$ cat src/rtl/mbox_pkg.sv
package mbox_pkg;
    typedef enum logic {
        MB_EMPTY = 1'b0,
        MB_FULL  = 1'b1
    } mb_state_e;

    localparam int FLAG_N = 3;
    localparam int FLAG_H_OVR = 0;
    localparam int FLAG_H_FRZ = 1;
    localparam int FLAG_L_OVR = 2;
endpackage

$ cat src/rtl/mbox_slot.sv
module mbox_slot
    import mbox_pkg::*;
#(
    parameter int W = 8
) (
    input  logic         clk,
    input  logic         rst_n,
    input  logic         wr,
    input  logic [W-1:0] wr_data,
    input  logic         rd,
    output logic         full,
    output logic [W-1:0] data,
    output logic         ovr_hit
);
    mb_state_e state_q, state_d;
    logic      take;

    // Next-state decode: fill, drain, refill, reject
    always_comb begin
        state_d = state_q;
        take    = 1'b0;
        unique case (state_q)
            MB_EMPTY: begin
                if (wr) begin
                    state_d = MB_FULL;
                    take    = 1'b1;
                end
            end
            MB_FULL: begin
                if (wr && rd) begin
                    take = 1'b1;
                end else if (rd) begin
                    state_d = MB_EMPTY;
                end
            end
            default: state_d = MB_EMPTY;
        endcase
    end

    always_ff @(posedge clk) begin
        if (!rst_n) state_q <= MB_EMPTY;
        else        state_q <= state_d;
    end

    always_ff @(posedge clk) begin
        if (!rst_n)    data <= '0;
        else if (take) data <= wr_data;
    end

    // Outputs
    always_comb begin
        full    = (state_q == MB_FULL);
        ovr_hit = (state_q == MB_FULL) && wr && !rd;
    end

    a_r2_fill: assert property (@(posedge clk) disable iff (!rst_n)
        (!full && wr) |=> (full && data == $past(wr_data)));
    a_r3_drain: assert property (@(posedge clk) disable iff (!rst_n)
        (full && rd && !wr) |=> !full);
    a_r6_reject_keeps: assert property (@(posedge clk) disable iff (!rst_n)
        (full && wr && !rd) |=> (full && $stable(data)));
    a_r7_refill: assert property (@(posedge clk) disable iff (!rst_n)
        (full && wr && rd) |=> (full && data == $past(wr_data)));
    a_r12_empty_read: assert property (@(posedge clk) disable iff (!rst_n)
        (!full && rd && !wr) |=> !full);
endmodule

$ cat src/rtl/sticky_flag.sv
module sticky_flag (
    input  logic clk,
    input  logic rst_n,
    input  logic set,
    input  logic clr,
    output logic q
);
    always_ff @(posedge clk) begin
        if (!rst_n)   q <= 1'b0;
        else if (set) q <= 1'b1;
        else if (clr) q <= 1'b0;
    end

    a_r10_hold: assert property (@(posedge clk) disable iff (!rst_n)
        (q && !clr) |=> q);
    a_r10_set_wins: assert property (@(posedge clk) disable iff (!rst_n)
        set |=> q);
endmodule

$ cat src/rtl/ctl_reg.sv
module ctl_reg (
    input  logic clk,
    input  logic rst_n,
    input  logic freeze,
    input  logic wr,
    input  logic din,
    output logic en_q
);
    always_ff @(posedge clk) begin
        if (!rst_n)             en_q <= 1'b0;
        else if (wr && !freeze) en_q <= din;
    end

    a_r9_frozen_ctl: assert property (@(posedge clk) disable iff (!rst_n)
        (freeze && wr) |=> $stable(en_q));
    a_r11_load: assert property (@(posedge clk) disable iff (!rst_n)
        (!freeze && wr) |=> (en_q == $past(din)));
endmodule

$ cat src/rtl/cmd_mailbox_pair.sv
module cmd_mailbox_pair
    import mbox_pkg::*;
#(
    parameter int W = 8
) (
    input  logic         clk,
    input  logic         rst_n,
    input  logic         freeze,
    input  logic         h_in_wr,
    input  logic [W-1:0] h_in_wdata,
    input  logic         h_out_rd,
    output logic [W-1:0] h_out_data,
    output logic         h_out_empty,
    output logic         h_in_full,
    input  logic         h_ctl_wr,
    input  logic         h_ctl_irq_en,
    input  logic         h_stat_rd,
    output logic         h_ovr_err,
    output logic         h_freeze_err,
    output logic         h_irq,
    input  logic         l_in_rd,
    output logic [W-1:0] l_in_data,
    output logic         l_in_full,
    output logic         l_irq,
    input  logic         l_out_wr,
    input  logic [W-1:0] l_out_wdata,
    output logic         l_out_full,
    input  logic         l_stat_rd,
    output logic         l_ovr_err
);
    logic              in_wr_ok;
    logic              in_full, out_full;
    logic              in_ovr, out_ovr;
    logic              irq_en;
    logic [FLAG_N-1:0] fl_set, fl_clr, fl_q;

    assign in_wr_ok = h_in_wr && !freeze;

    mbox_slot #(.W(W)) u_inbox (
        .clk(clk), .rst_n(rst_n), .wr(in_wr_ok), .wr_data(h_in_wdata),
        .rd(l_in_rd), .full(in_full), .data(l_in_data), .ovr_hit(in_ovr)
    );

    mbox_slot #(.W(W)) u_outbox (
        .clk(clk), .rst_n(rst_n), .wr(l_out_wr), .wr_data(l_out_wdata),
        .rd(h_out_rd), .full(out_full), .data(h_out_data), .ovr_hit(out_ovr)
    );

    ctl_reg u_ctl (
        .clk(clk), .rst_n(rst_n), .freeze(freeze), .wr(h_ctl_wr),
        .din(h_ctl_irq_en), .en_q(irq_en)
    );

    always_comb begin
        fl_set             = '0;
        fl_clr             = '0;
        fl_set[FLAG_H_OVR] = in_ovr;
        fl_set[FLAG_H_FRZ] = freeze && (h_in_wr || h_ctl_wr);
        fl_set[FLAG_L_OVR] = out_ovr;
        fl_clr[FLAG_H_OVR] = h_stat_rd;
        fl_clr[FLAG_H_FRZ] = h_stat_rd;
        fl_clr[FLAG_L_OVR] = l_stat_rd;
    end

    for (genvar i = 0; i < FLAG_N; i++) begin : g_flag
        sticky_flag u_flag (
            .clk(clk), .rst_n(rst_n), .set(fl_set[i]), .clr(fl_clr[i]), .q(fl_q[i])
        );
    end

    assign h_ovr_err    = fl_q[FLAG_H_OVR];
    assign h_freeze_err = fl_q[FLAG_H_FRZ];
    assign l_ovr_err    = fl_q[FLAG_L_OVR];

    assign l_in_full   = in_full;
    assign h_in_full   = in_full;
    assign l_irq       = in_full;
    assign l_out_full  = out_full;
    assign h_out_empty = !out_full;
    assign h_irq       = out_full && irq_en;

    a_r8_frozen_blocks: assert property (@(posedge clk) disable iff (!rst_n)
        (freeze && h_in_wr && !l_in_full) |=> !l_in_full);
    a_r8_frozen_flags: assert property (@(posedge clk) disable iff (!rst_n)
        (freeze && h_in_wr) |=> h_freeze_err);
    a_r5_host_drain: assert property (@(posedge clk) disable iff (!rst_n)
        (!h_out_empty && h_out_rd && !l_out_wr) |=> (h_out_empty && !h_irq));
    a_r6_host_ovr: assert property (@(posedge clk) disable iff (!rst_n)
        (!freeze && h_in_wr && l_in_full && !l_in_rd) |=> h_ovr_err);
    a_r6_local_ovr: assert property (@(posedge clk) disable iff (!rst_n)
        (l_out_wr && l_out_full && !h_out_rd) |=> l_ovr_err);
endmodule

$ cat config.mk
export PLATFORM = sky130hd
export DESIGN_NAME = cmd_mailbox_pair
export DESIGN_NICKNAME = d
export VERILOG_FILES = /design/src/rtl/mbox_pkg.sv /design/src/rtl/mbox_slot.sv /design/src/rtl/sticky_flag.sv /design/src/rtl/ctl_reg.sv /design/src/rtl/cmd_mailbox_pair.sv
export SDC_FILE = /design/constraint.sdc
export NUM_CORES = 1
export LEC_CHECK = 0
export BUFFER_PORTS_ARGS = -buffer_cell sky130_fd_sc_hd__buf_2
export CAP_MARGIN = 30
export CORE_MARGIN = 1.5
export CORE_UTILIZATION = 43
export DETAILED_ROUTE_END_ITERATION = 16
export GPL_TIMING_DRIVEN = 0
export HOLD_SLACK_MARGIN = 0.03
export PLACE_DENSITY = 0.78
export SETUP_SLACK_MARGIN = 0.15
export SLEW_MARGIN = 20
export SYNTH_ARGS = -nofsm -noshare
export SYNTH_HDL_FRONTEND = slang
export SYNTH_SLANG_ARGS = --single-unit
$ cat constraint.sdc
create_clock -name clk -period 1.15 [get_ports clk]
set_clock_uncertainty 0.15 [all_clocks]
set_input_delay 0.1725 -clock clk [delete_from_list [all_inputs] [get_ports clk]]
set_output_delay 0.1725 -clock clk [all_outputs]
set_load 0.05 [all_outputs]
# Word-level counts from Yosys, hierarchy flattened
# Cells that the tools add are included.
word_totals:
  inputBits: 27
  word_cells: 45
  output_inout_bits: 25
  reg_bits: 22
classes:
  reduce_logical: 18
  mux: 17
  bitwise_logic: 2
ops:
  columns: ["cell", "count"]
  rows:
  - ["1-bit two-way mux", 13]
  - ["1-bit logical AND", 10]
  - ["1-bit one-hot mux with 2 select lines", 4]
  - ["2-bit nonzero test", 3]
  - ["1-bit logical NOT", 4]
  - ["1-bit inverter", 2]
  - ["1-bit logical OR", 1]

# Depth between registers and ports, before layout
depth:
  ltp_word: 5
  depth_mapped: 4
  depth_no_buf: 3

# By module
# Synthesis repeated with hierarchy kept, for this count alone.
unflattened:
  cells_unflattened: 100
  area_unflattened_um2: 982.2
modules_own_cells:
  columns: ["module", "cells_per_inst", "instances", "seq_area_each_um2", "area_per_inst_um2"]
  rows:
  - ["mbox_slot", 40, 2, 180.2, 384.1]
  - ["sticky_flag", 3, 3, 20.0, 41.3]
  - ["ctl_reg", 5, 1, 20.0, 51.3]
  - ["cmd_mailbox_pair", 6, 1, 0.0, 38.8]

# Least setup slack after synthesis
# Ideal clock, no wire load.
synth_path:
  path_type: "register to register"
  startpoint: "register u_outbox.state_q (netlist: u_outbox.full)"
  endpoint: "register u_outbox.data[0]"
  setup_ns: 0.119
  path_stages_with_launch: 5
  period_less_slack_ns: 1.449
  slack_ns: -0.299
  required_ns: 0.881
  path_buffers: 1
  arrival_ns: 1.180
  path_cell_list: "dfxtp_1 nor2b_4 nor2b_2 buf_6 mux2i_1"
synth_via:
  elab_chain_cells: 2
synth_rtl:
  columns: ["item", "line", "source"]
  rows:
  - ["start: declaration", "mbox_slot.sv:15", "mb_state_e state_q, state_d;"]
  - ["start signal: assignment", "mbox_slot.sv:42", "else state_q <= state_d;"]
  - ["1-bit inverter", null, null]
  - ["1-bit one-hot mux with 2 select lines *", "mbox_slot.sv:22", "unique case (state_q)"]
  - ["end signal: assignment", "mbox_slot.sv:47", "else if (take) data <= wr_data;"]
  - ["end: declaration", "mbox_slot.sv:12", "output logic [W-1:0] data,"]
# Every way passes the cells marked *; elsewhere a longest branch is shown, timed or not.
# A chain may end at the register's enable or synchronous reset.

# Worst setup path after layout
layout_path:
  startpoint: "register u_inbox.state_q (netlist: u_inbox.full)"
  endpoint: "register u_inbox.data[5]"
layout_via:
  elab_chain_cells: 2
layout_rtl:
  columns: ["item", "line"]
  rows:
  - ["start: declaration", "mbox_slot.sv:15"]
  - ["start signal: assignment", "mbox_slot.sv:42"]
  - ["1-bit inverter", null]
  - ["1-bit one-hot mux with 2 select lines *", "mbox_slot.sv:22"]
  - ["end signal: assignment", "mbox_slot.sv:47"]
  - ["end: declaration", "mbox_slot.sv:12"]
# Marked as above.

==> flow_summary.ini <==
[yosys]
post_synth_main_area_contributors = dfxtp_1 47%, mux2i_1 18%, nand2_1 13%, nand2b_4 2.9%, nor2b_4 2.9%
yosysMostFrequentCell = nand2_1
synth_edf_count = 0
synth_flop_cell = dfxtp_1
syn_inst = 99
synthTopCellsByCount = 32 x nand2_1, 22 x dfxtp_1, 17 x mux2i_1
synth_top_cell_by_area = dfxtp_1
ys_ff_latch = 22
async_flop_share_pct = 0
synth-warning-count = 0
post_synth.cell_area_avg_sq_um = 9.55
syn_nets = 126
synth_area_sq_um = 946
synth.top_cell.area_share_pct = 46.6
synth.distinct_cells = 19
seq_area_frac_synth_pct = 46.6

[finish]
multi_input_area_sq_um = 464
final_nets = 210
syn2layout_area_growth_pct = 93.3
final_util_pct = 90.4
n_antenna_cell = 0
seqCellArea_sq_um = 475
fill_cells = 87
fin_area_sq_mm = 0.00183
layout-drive-gt1-share_pct = 57.1

[clocking]
cts_root_buffer = clkbuf_4
holdBufCountCts = 19
clock_path_buffers = 2
cts_sinks = 22
clk_pin_slew_worst_paths_ps = 130
cts_tree = built
cts_max_level = 1
numCtsBuffers = 3
clock_latency_ps = 310

[timing]
drv_slew = 0
holdWs_ps = -8.12
min_period_ps = 1340
setup_violations = 36
period_share_pct = 116
worst_pin_slew_ps = 180
max_freq_ghz = 0.748
layout_setup_ws_ps = -186
rsz0062_at_grt = true
hold_viol = 1
max_slew_margin_pct = 87.6

[place]
dpl-instance-area_sq_mm = 0.00124
place_hpwl_mm = 1.62
io_buffers = 50
gp_congestion = 0.741

[detailed_routing]
drc = 0
vias = 1016
vias_per_cell = 4.86
wl_per_cell_um = 16.3
drt_first_pass_iters = 4
drt_iter0_drc = 14
postRouteAntennaNets = 0
routed_wl_mm = 3.41

[floorplanning]
dieArea_sq_mm = 0.00249
dieWidth_um = 49.9
die_h_um = 49.9
fp.coreArea_sq_mm = 0.00202
floorplan.initialDensity_pct = 46.8
rows = 16
io_pins = 52

[critical_path]
cp_data_required_time_ps = 1240
endpoint_kind = flop
cp-start-kind = flop
cp.arrival_ps = 1420
path_class = reg2reg
crit_fanout = 8

[power_and_ir_drop]
vdd_drop_max_uv = 922
power_density_mw_per_mm2 = 1000
power_leakage_uw = 0.000857

[global_routing]
grt.total_usage_pct = 26.4
antenna_found_initial = 0
grt_pass1_vias = 1003
grt_pass1_wl_mm = 4.74
grt_overflow = 0
grt_max_degree = 13

[outcome]
failed_checks = negative hold slack, negative setup slack
outcome = finished, violations left

[run]
maxCapViolations = 0

[min_path]
worstHoldPathType = in2reg
[layer usage]
metal / track usage (%) / part of all wire [%]
met5: 0 / 0
met4: 12.5 / 1.8
met3: 3.94 / 2.8
met2: 52.7 / 56
met1: 25.9 / 39
[cell families after synthesis]
logic type / after synthesis / synth area share [%]
AND/OR/NAND/NOR: 44 / 24.2
flip-flops: 22 / 46.6
multiplexers: 17 / 18.0
AO/OA/AOI/OAI: 6 / 4.10
buffers and inverters: 10 / 7.14
[cell type report]
type                            count  area share (%)
Multi-Input combinational cell     67            25.4
Clock inverter                      1           0.205
Sequential cell                    22            26.0
Tap cell                           27            1.85
Buffer                              8            3.49
Inverter                            2           0.411
Timing Repair Buffer               79            41.4
Clock buffer                        3            1.23
[power by group]
part	leakage (uW)	switching, uW	total, uW	internal (uW)
Combinational	0.000652	311	601	289
Clock	0.0000154	257	384	127
Sequential	0.000190	41.8	851	809
Total	0.000857	610	1840	1230
[registers in the layout, summed over array words and instances, names as in the netlist]
name and count:
g_flag.u_flag.q 3, u_ctl.en_q 1, u_inbox.data 8, u_inbox.full 1, u_outbox.data 8, u_outbox.full 1
[layout by cell type (no fill, tap or decap), types with 2 or more instances in the layout]
cell type / synthesis / final
buf_8: 0 / 21
mux2i_1: 17 / 15
dfxtp_4: 0 / 3
nand2_1: 32 / 32
buf_6: 2 / 8
nand2b_4: 2 / 2
buf_4: 3 / 11
mux2i_2: 0 / 2
nor2b_4: 2 / 2
dlygate4sd3_1: 0 / 18
dfxtp_2: 0 / 19
nor2b_1: 4 / 4
clkbuf_4: 0 / 3
buf_2: 3 / 28
[stage by stage]
| stage | setup WS [ps] | TNS [ps] | power, uW | cells |
|---|---|---|---|---|
| floorplan | -15.7 | -126 | 1130 | 99 |
| global placement | 34.7 | 0 | 1230 | 176 |
| detailed placement | -20.5 | -41.9 | 1250 | 176 |
| CTS | -141 | -1730 | 1770 | 204 |
| global route | -231 | -4320 | 1900 | 209 |
| finish | -186 | -2750 | 1840 | 209 |
[worst paths after layout]
kind	startpoint	end	slack (ps)	cells after the start
worst max-delay path	u_inbox.full	u_inbox.data[5]	-190	5
worst min-delay path	h_stat_rd	g_flag[1].u_flag.q	-8	3
worst max register to register	u_inbox.full	u_inbox.data[5]	-190	5
worst min register to register	u_outbox.data[3]	u_outbox.data[3]	330	2
[repair_timing]
action                                  4_1_cts  5_1_grt
pin swaps                                     4        3
endpoints found under the hold margin        22        8
endpoints found under the setup margin       41       46
resized for setup                            84       16
cloned                                        0        0
buffers inserted                              5        5
[critical path: stages, from the launching register on]
cell	delay [ps]
dfxtp_4	380
buf_6	120
nand2b_4	60
nor2b_4	150
buf_8	150
mux2i_2	240
Power figures use the tool's default switching activity.
